<file path="src/rtl/bank_regfile_pkg.sv">
package bank_regfile_pkg;
  localparam int IDX_W    = 4;
  localparam int MODE_W   = 5;
  localparam int PC_IDX   = 15;
  localparam int LINK_IDX = 14;

  typedef enum logic [MODE_W-1:0] {
    MODE_USR = 5'b10000,
    MODE_FIQ = 5'b10001,
    MODE_IRQ = 5'b10010,
    MODE_SVC = 5'b10011,
    MODE_ABT = 5'b10111,
    MODE_UND = 5'b11011
  } mode_e;

  // physical layout: shared words, then fast bank, then pair banks
  localparam int SHARED_N  = 15;
  localparam int FIQ_LO    = 8;
  localparam int FIQ_N     = LINK_IDX - FIQ_LO + 1;
  localparam int PAIR_LO   = 13;
  localparam int PAIR_N    = LINK_IDX - PAIR_LO + 1;
  localparam int PRIV_N    = 4;
  localparam int FIQ_BASE  = SHARED_N;
  localparam int PAIR_BASE = FIQ_BASE + FIQ_N;
  localparam int PHYS_N    = PAIR_BASE + PAIR_N * PRIV_N;
  localparam int PHYS_W    = $clog2(PHYS_N);
endpackage

</file>
<file path="src/rtl/bank_map.sv">
module bank_map
  import bank_regfile_pkg::*;
(
  input  logic [MODE_W-1:0] mode,
  input  logic [IDX_W-1:0]  idx,
  output logic [PHYS_W-1:0] phys
);
  logic       pair_hit;
  logic [1:0] pair_sel;

  always_comb begin
    pair_hit = 1'b1;
    pair_sel = 2'd0;
    case (mode)
      MODE_IRQ: pair_sel = 2'd0;
      MODE_SVC: pair_sel = 2'd1;
      MODE_ABT: pair_sel = 2'd2;
      MODE_UND: pair_sel = 2'd3;
      default:  pair_hit = 1'b0;
    endcase
  end

  always_comb begin
    phys = PHYS_W'(idx);
    if (int'(idx) >= FIQ_LO && int'(idx) <= LINK_IDX && mode == MODE_FIQ)
      phys = PHYS_W'(FIQ_BASE + int'(idx) - FIQ_LO);
    else if (int'(idx) >= PAIR_LO && int'(idx) <= LINK_IDX && pair_hit)
      phys = PHYS_W'(PAIR_BASE + PAIR_N * int'(pair_sel) + int'(idx) - PAIR_LO);
  end
endmodule

</file>
<file path="src/rtl/bank_store.sv">
module bank_store #(
  parameter int DATA_W = 32,
  parameter int DEPTH  = 30,
  parameter int RD_N   = 2,
  localparam int AW    = $clog2(DEPTH)
) (
  input  logic                          clk,
  input  logic                          rst,
  input  logic                          wa_en,
  input  logic [AW-1:0]                 wa_addr,
  input  logic [DATA_W-1:0]             wa_data,
  input  logic                          wb_en,
  input  logic [AW-1:0]                 wb_addr,
  input  logic [DATA_W-1:0]             wb_data,
  input  logic [RD_N-1:0][AW-1:0]       rd_addr,
  output logic [RD_N-1:0][DATA_W-1:0]   rd_data
);
  logic [DATA_W-1:0] mem [DEPTH];

  // port b is applied last, so it wins on a shared address
  always_ff @(posedge clk) begin
    if (rst) begin
      for (int i = 0; i < DEPTH; i++) mem[i] <= '0;
    end else begin
      if (wa_en) mem[wa_addr] <= wa_data;
      if (wb_en) mem[wb_addr] <= wb_data;
    end
  end

  for (genvar g = 0; g < RD_N; g++) begin : g_rd
    assign rd_data[g] = mem[rd_addr[g]];
  end
endmodule

</file>
<file path="src/rtl/bank_regfile.sv">
module bank_regfile
  import bank_regfile_pkg::*;
#(
  parameter int DATA_W = 32
) (
  input  logic              clk,
  input  logic              rst,
  input  logic [4:0]        mode_i,
  input  logic [3:0]        rd_a_idx,
  output logic [DATA_W-1:0] rd_a_data,
  input  logic [3:0]        rd_b_idx,
  output logic [DATA_W-1:0] rd_b_data,
  input  logic              wr_en,
  input  logic [3:0]        wr_idx,
  input  logic [DATA_W-1:0] wr_data,
  input  logic [DATA_W-1:0] pc_i,
  input  logic              link_en,
  input  logic [4:0]        link_mode,
  input  logic [DATA_W-1:0] link_data,
  output logic              br_valid,
  output logic [DATA_W-1:0] br_target
);
  localparam int MAP_N = 4;  // read a, read b, write, link
  localparam int RD_N  = 2;
  localparam logic [IDX_W-1:0] PC_I = IDX_W'(PC_IDX);

  logic [MAP_N-1:0][MODE_W-1:0] map_mode;
  logic [MAP_N-1:0][IDX_W-1:0]  map_idx;
  logic [MAP_N-1:0][PHYS_W-1:0] map_phys;

  assign map_mode = {link_mode, mode_i, mode_i, mode_i};
  assign map_idx  = {IDX_W'(LINK_IDX), wr_idx, rd_b_idx, rd_a_idx};

  for (genvar g = 0; g < MAP_N; g++) begin : g_map
    bank_map u_map (
      .mode (map_mode[g]),
      .idx  (map_idx[g]),
      .phys (map_phys[g])
    );
  end

  logic [RD_N-1:0][DATA_W-1:0] store_rd;
  logic                        wr_pc;
  logic [DATA_W-1:0]           pc_word;

  assign wr_pc   = wr_en && (wr_idx == PC_I);
  assign pc_word = pc_i & ~DATA_W'(3);

  bank_store #(
    .DATA_W (DATA_W),
    .DEPTH  (PHYS_N),
    .RD_N   (RD_N)
  ) u_store (
    .clk     (clk),
    .rst     (rst),
    .wa_en   (wr_en && !wr_pc),
    .wa_addr (map_phys[2]),
    .wa_data (wr_data),
    .wb_en   (link_en),
    .wb_addr (map_phys[3]),
    .wb_data (link_data),
    .rd_addr ({map_phys[1], map_phys[0]}),
    .rd_data (store_rd)
  );

  always_ff @(posedge clk) begin
    if (rst) begin
      rd_a_data <= '0;
      rd_b_data <= '0;
    end else begin
      rd_a_data <= (rd_a_idx == PC_I) ? pc_word : store_rd[0];
      rd_b_data <= (rd_b_idx == PC_I) ? pc_word : store_rd[1];
    end
  end

  always_ff @(posedge clk) begin
    if (rst) begin
      br_valid  <= 1'b0;
      br_target <= '0;
    end else begin
      br_valid <= wr_pc;
      if (wr_pc) br_target <= wr_data;
    end
  end
endmodule

</file>
<file path="config.mk">
export PLATFORM = sky130hd
export DESIGN_NAME = bank_regfile
export DESIGN_NICKNAME = d
export VERILOG_FILES = /design/src/rtl/bank_regfile_pkg.sv /design/src/rtl/bank_map.sv /design/src/rtl/bank_store.sv /design/src/rtl/bank_regfile.sv
export SDC_FILE = /design/constraint.sdc
export NUM_CORES = 2
export LEC_CHECK = 0
export BUFFER_PORTS_ARGS = -buffer_cell sky130_fd_sc_hd__buf_2
export CORE_MARGIN = 5
export CORE_UTILIZATION = 63
export CTS_CLUSTER_SIZE = 40
export DETAILED_ROUTE_END_ITERATION = 10
export GPL_ROUTABILITY_DRIVEN = 1
export PLACE_DENSITY = 0.78
export SLEW_MARGIN = 40
export SYNTH_ARGS = -nofsm -noshare
export SYNTH_HDL_FRONTEND = slang
export SYNTH_HIERARCHICAL = 1
export SYNTH_SLANG_ARGS = --single-unit
</file>
<file path="constraint.sdc">
create_clock -name clk -period 4.9 [get_ports clk]
set_input_delay 0 -clock clk [delete_from_list [all_inputs] [get_ports clk]]
set_output_delay 0 -clock clk [all_outputs]
set_load 0.005 [all_outputs]
</file>
### Word-level counts from Yosys, hierarchy flattened

Memory sizes are Yosys's and may differ from the RTL's.
Cells that the tools add are included.

| storage, ports and cells | value |
|---|---|
| bits of input ports | 122 |
| memory bits (writable) | 960 |
| memories kept | 1 |
| register bits after elaboration | 97 |

| cells by class | value |
|---|---|
| reduce and logical (&&, ||, !) cells | 21 |
| order comparisons | 9 |
| multiplexer cells | 28 |
| eq/ne operators | 13 |
| add/subtract/negate cells | 16 |

Memories:

| memory | depth | bits a word | read ports | clocked after memory_dff | wr ports | line | text |
|---|---|---|---|---|---|---|---|
| u_store.mem | 30 | 32 | 2 | 0 | 30 | bank_store.sv:18 | `logic [DATA_W-1:0] mem [DEPTH];` |

Operators by type and width:

| kind | count |
|---|---|
| 32-bit 2-to-1 mux | 4 |
| 32-bit OR reduction | 2 |
| 5-bit equality test, second input constant | 10 |
| 5-bit 2-to-1 mux | 10 |
| 5-bit subtractor, second input constant | 7 |
| 4-bit greater-or-equal comparator, second input constant | 6 |
| 4-bit by 4-bit adder with 5-bit output, first input constant | 3 |
| 5-bit adder | 3 |
| 1-bit logical AND | 14 |
| 4-bit equality test, second input constant | 3 |
| 4-bit less-or-equal comparator, second input constant | 3 |
| 1-bit 2-to-1 mux | 12 |
| 2-bit case mux with 3 select lines | 2 |
| 5-bit by 3-bit adder with 5-bit output, first input constant | 2 |
| 4-bit OR reduction | 2 |
| 5-bit adder, second input constant | 1 |
| 2-bit OR reduction | 2 |
| 1-bit logical NOT | 1 |

### Longest topological paths before layout

| logic depth | value |
|---|---|
| depth after elaboration | 9 |
| gate-level depth with buffers | 16 |
| mapped depth without buffers | 13 |

### Cells and area by module

The synthesis kept the hierarchy.

Modules (own cells, without submodules):

| module | cells each | sequential area each (µm²) | instances | area each (µm²) |
|---|---|---|---|---|
| bank_store | 4,913 | 30,749.5 | 1 | 60,076.4 |
| bank_regfile | 419 | 1,941.9 | 1 | 3,783.6 |
| bank_map | 39 | 0.0 | 4 | 284.0 |

### Worst setup path before layout

No wires, ideal clock.

| timing | value |
|---|---|
| path kind | input -> register |
| from | input wr_idx[0] |
| to | memory u_store.mem[30][0] (enable) |
| required time | 4,467 ps |
| arrival | 3,626 ps |
| cell stages on the path | 10 |
| path slack | 841 ps |
| setup time | 433 ps |
| path buffers | 1 |
| path through | inv_1 ha_1 nor2b_1 or4b_1 o21ai_0 o221a_1 nand3b_1 or2_1 buf_2 o22ai_1 |

RTL lines:

| item | line | text |
|---|---|---|
| start: declaration | bank_regfile.sv:14 | `input logic [3:0] wr_idx,` |
| end: declaration | bank_store.sv:18 |  |

==> out/metrics.cfg <==
[setup_path]
required_ns=5.50
cpPeakStageDelay_ns=0.77
crit_path_start_kind=input port
worstReg2RegEnd=rd_b_data[11]
path_class=in -> reg
cp_common_cell=dlygate4sd3_1
slowest_stage=nor2b_4
reg2regPathDepth=8
timing.rr.start=u_store/mem[3][11]
path_cells=dlygate4sd3_1 > buf_2 > inv_1 > ha_1 > nor2b_1 > or4b_1 > o21ai_0 > xnor2_1 > nor2b_4 > buf_4 > a22oi_1 > a31oi_1 > nand3_2 > nand2_1 > a21oi_1 > dlygate4sd3_1
cp-end-kind=flip-flop
cp_max_fo=18
critPathArrivalTime_ns=5.36
reg2reg_slack_ns=2.13

[drt]
drtIter0Drc=9023
viasPerCell=7.83
wire_per_inst_um=35.1
postRouteAntennaNets=0
routed_wl_mm=243
firstDrtPassIters=8
remaining_drc_errors=0
vias=54200

[global_routing]
grt_use_total_pct=41.8
grt_pass1_wl_mm=344
grt_pass1_vias=52800
overflow=0
grt_start_max_net_pins=86
antenna_found_initial=14

[die]
rows=117
die_h_um=331
fp.dieW_um=331
coreArea_sq_um=102000
dieArea_sq_um=110000
ios=219
start_util_pct=63.6

[min_path]
hp-class=in -> reg
hp-start=rd_b_idx[3]
worstHoldPathCells=4
hold_end=rd_b_data[5]

[power]
p_per_area_nw_per_um2=330
leakagePower_nw=28.0
total_power_mw=23.8
peakVddDrop_mv=0.312

[cts]
cts_max_level=3
clk_pin_slew_worst_paths_ns=0.06
clk_path_buf_depth=3
cts_setup_buffers=0
cts_root_buffer=clkbuf_16
cts_tree=done
clk_latency_ns=0.73
cts_buffers=115
clkSinkCount=1121

[synthesis]
ys_ff_latch=1121
yosysWarnings=6
syn_inst=5488
ys_seq_area_share_pct=50.3
syn_area_sq_um=65000
synth_edf_count=1024
synthTopCellsByArea=edfxtp_1, mux2i_1, a22o_1
yosysTopAreaCellShare_pct=47.3
yosys.area.top_type=edfxtp_1
synth-async-reset-ratio_pct=0
synth.distinct_cells=60
avgSynthCellArea_sq_um=11.8
synth_flop_cell=edfxtp_1

[place]
globalplace.congestion=0.931
place_area_sq_um=67300
io_buffers=216
hpwl_mm=136

[sta]
timing.final.crit_share_pct=97.0
slew_headroom_pct=38.9
hold_violations=0
max_freq_mhz=210
setup-tns-final_ns=0
finClkSkew_ns=0.0224
finalSetupViolations=0
worstMarginPinSlew_ns=0.912
drv_slew=0
rsz0062_at_grt=no
layout_min_cycle_time_ns=4.75

[finish]
seqCellArea_sq_um=32700
fin_nets=5590
layout_commonest_cell=a22o_1
layout_common_cells=a22o_1, mux2i_1, edfxtp_1, nand2_1, a21oi_1
area_growth_pct=10.9
fillers=7065
multiInputGateArea_sq_um=29700
design_area_sq_um=72100
drive_above_1_share_pct=13.1
fin_util_pct=70.5

[outcome]
status=complete, no violations

[run]
cap_violations=0

state kept, by name, summed over array words and instances (netlist names):
| signal | flops |
|---|---|
| br_target | 32 |
| br_valid | 1 |
| u_store/mem | 1024 |
| rd_b_data | 32 |
| rd_a_data | 32 |
logic make-up (layout without fill, tap and decap cells):
group | after synthesis | after routing | share of synthesized area, %
adder cells (fa/ha/maj) | 20 | 20 | 0.431
other | 2 | 32 | 0.0116
AND/OR/NAND/NOR | 871 | 871 | 6.83
AO/OA/AOI/OAI | 1639 | 1639 | 20.0
multiplexers | 1120 | 1120 | 17.4
flip-flops | 1121 | 1121 | 50.3
XOR/XNOR | 16 | 16 | 0.216
buffers and inverters | 699 | 739 | 4.88
area by class of cell:
type | count | area share, %
well taps | 1368 | 2.37
repair buffers | 506 | 5.65
diodes | 11 | 0.0382
flip-flops and latches | 1121 | 45.4
clock inverters | 46 | 0.455
multi-input cells | 3687 | 41.2
inverters | 17 | 0.0885
clock buffers | 170 | 4.80
Yosys cell counts, drive strengths merged, types with 70 or more instances:
cell    number
edfxtp    1024
a21oi      256
nor2        72
dfxtp       97
nand3      206
nand2      334
a22oi      192
nor3       101
clkbuf     379
nand2b      70
mux2i     1056
buf        303
a22o      1088
metrics by stage:
stage          std cells  hold slack (ns)  worst slack [ns]
6_report            6926           0.0501             0.148
4_1_cts             6911          0.00702             0.451
5_1_grt             6922           0.0533             0.102
3_3_place_gp        6607            0.254             0.777
3_5_place_dp        6607            0.257             0.687
2_1_floorplan       5507            0.136             0.841
worst max path at each step:
stage                      startpoint                 end  slack (ns)  depth (start not counted)
after floorplan             wr_idx[0]  u_store/mem[30][0]        0.84                         10
after global placement    rd_b_idx[0]       rd_b_data[13]        0.78                         15
after detailed placement  rd_b_idx[0]       rd_b_data[13]        0.69                         15
after CTS                 rd_b_idx[0]       rd_b_data[11]        0.45                         16
after global routing      rd_b_idx[0]       rd_b_data[11]        0.10                         18
final                     rd_b_idx[0]       rd_b_data[11]        0.15                         16
what timing repair did:
item,4_1_cts,5_1_grt
endpoints found under the hold margin,97,24
hold buffers,88,1
setup endpoints to repair,0,1
resized for setup,0,1
where the power goes:
part,switching (mW),leakage [nW],internal [mW]
Combinational,2.41,15.6,1.21
Sequential,0.285,10.5,11.0
Clock,3.84,1.88,5.03
worst max-delay path: cells and delay by family:
family                     cells  cell delay (ns)
buffers and inverters          5             1.68
adders and majority gates      1             0.23
xor gates and xnor gates       1             0.36
AOI/OAI and AO/OA              4             1.07
and+or+nand+nor                5             1.97
routing by layer:
layer / track usage (%) / wire length [um]
met3: 14.2 / 38700
met4: 28.2 / 20000
met5: 0 / 13
met2: 62.8 / 105000
met1: 51.5 / 79500
Power figures use the tool's default switching activity.
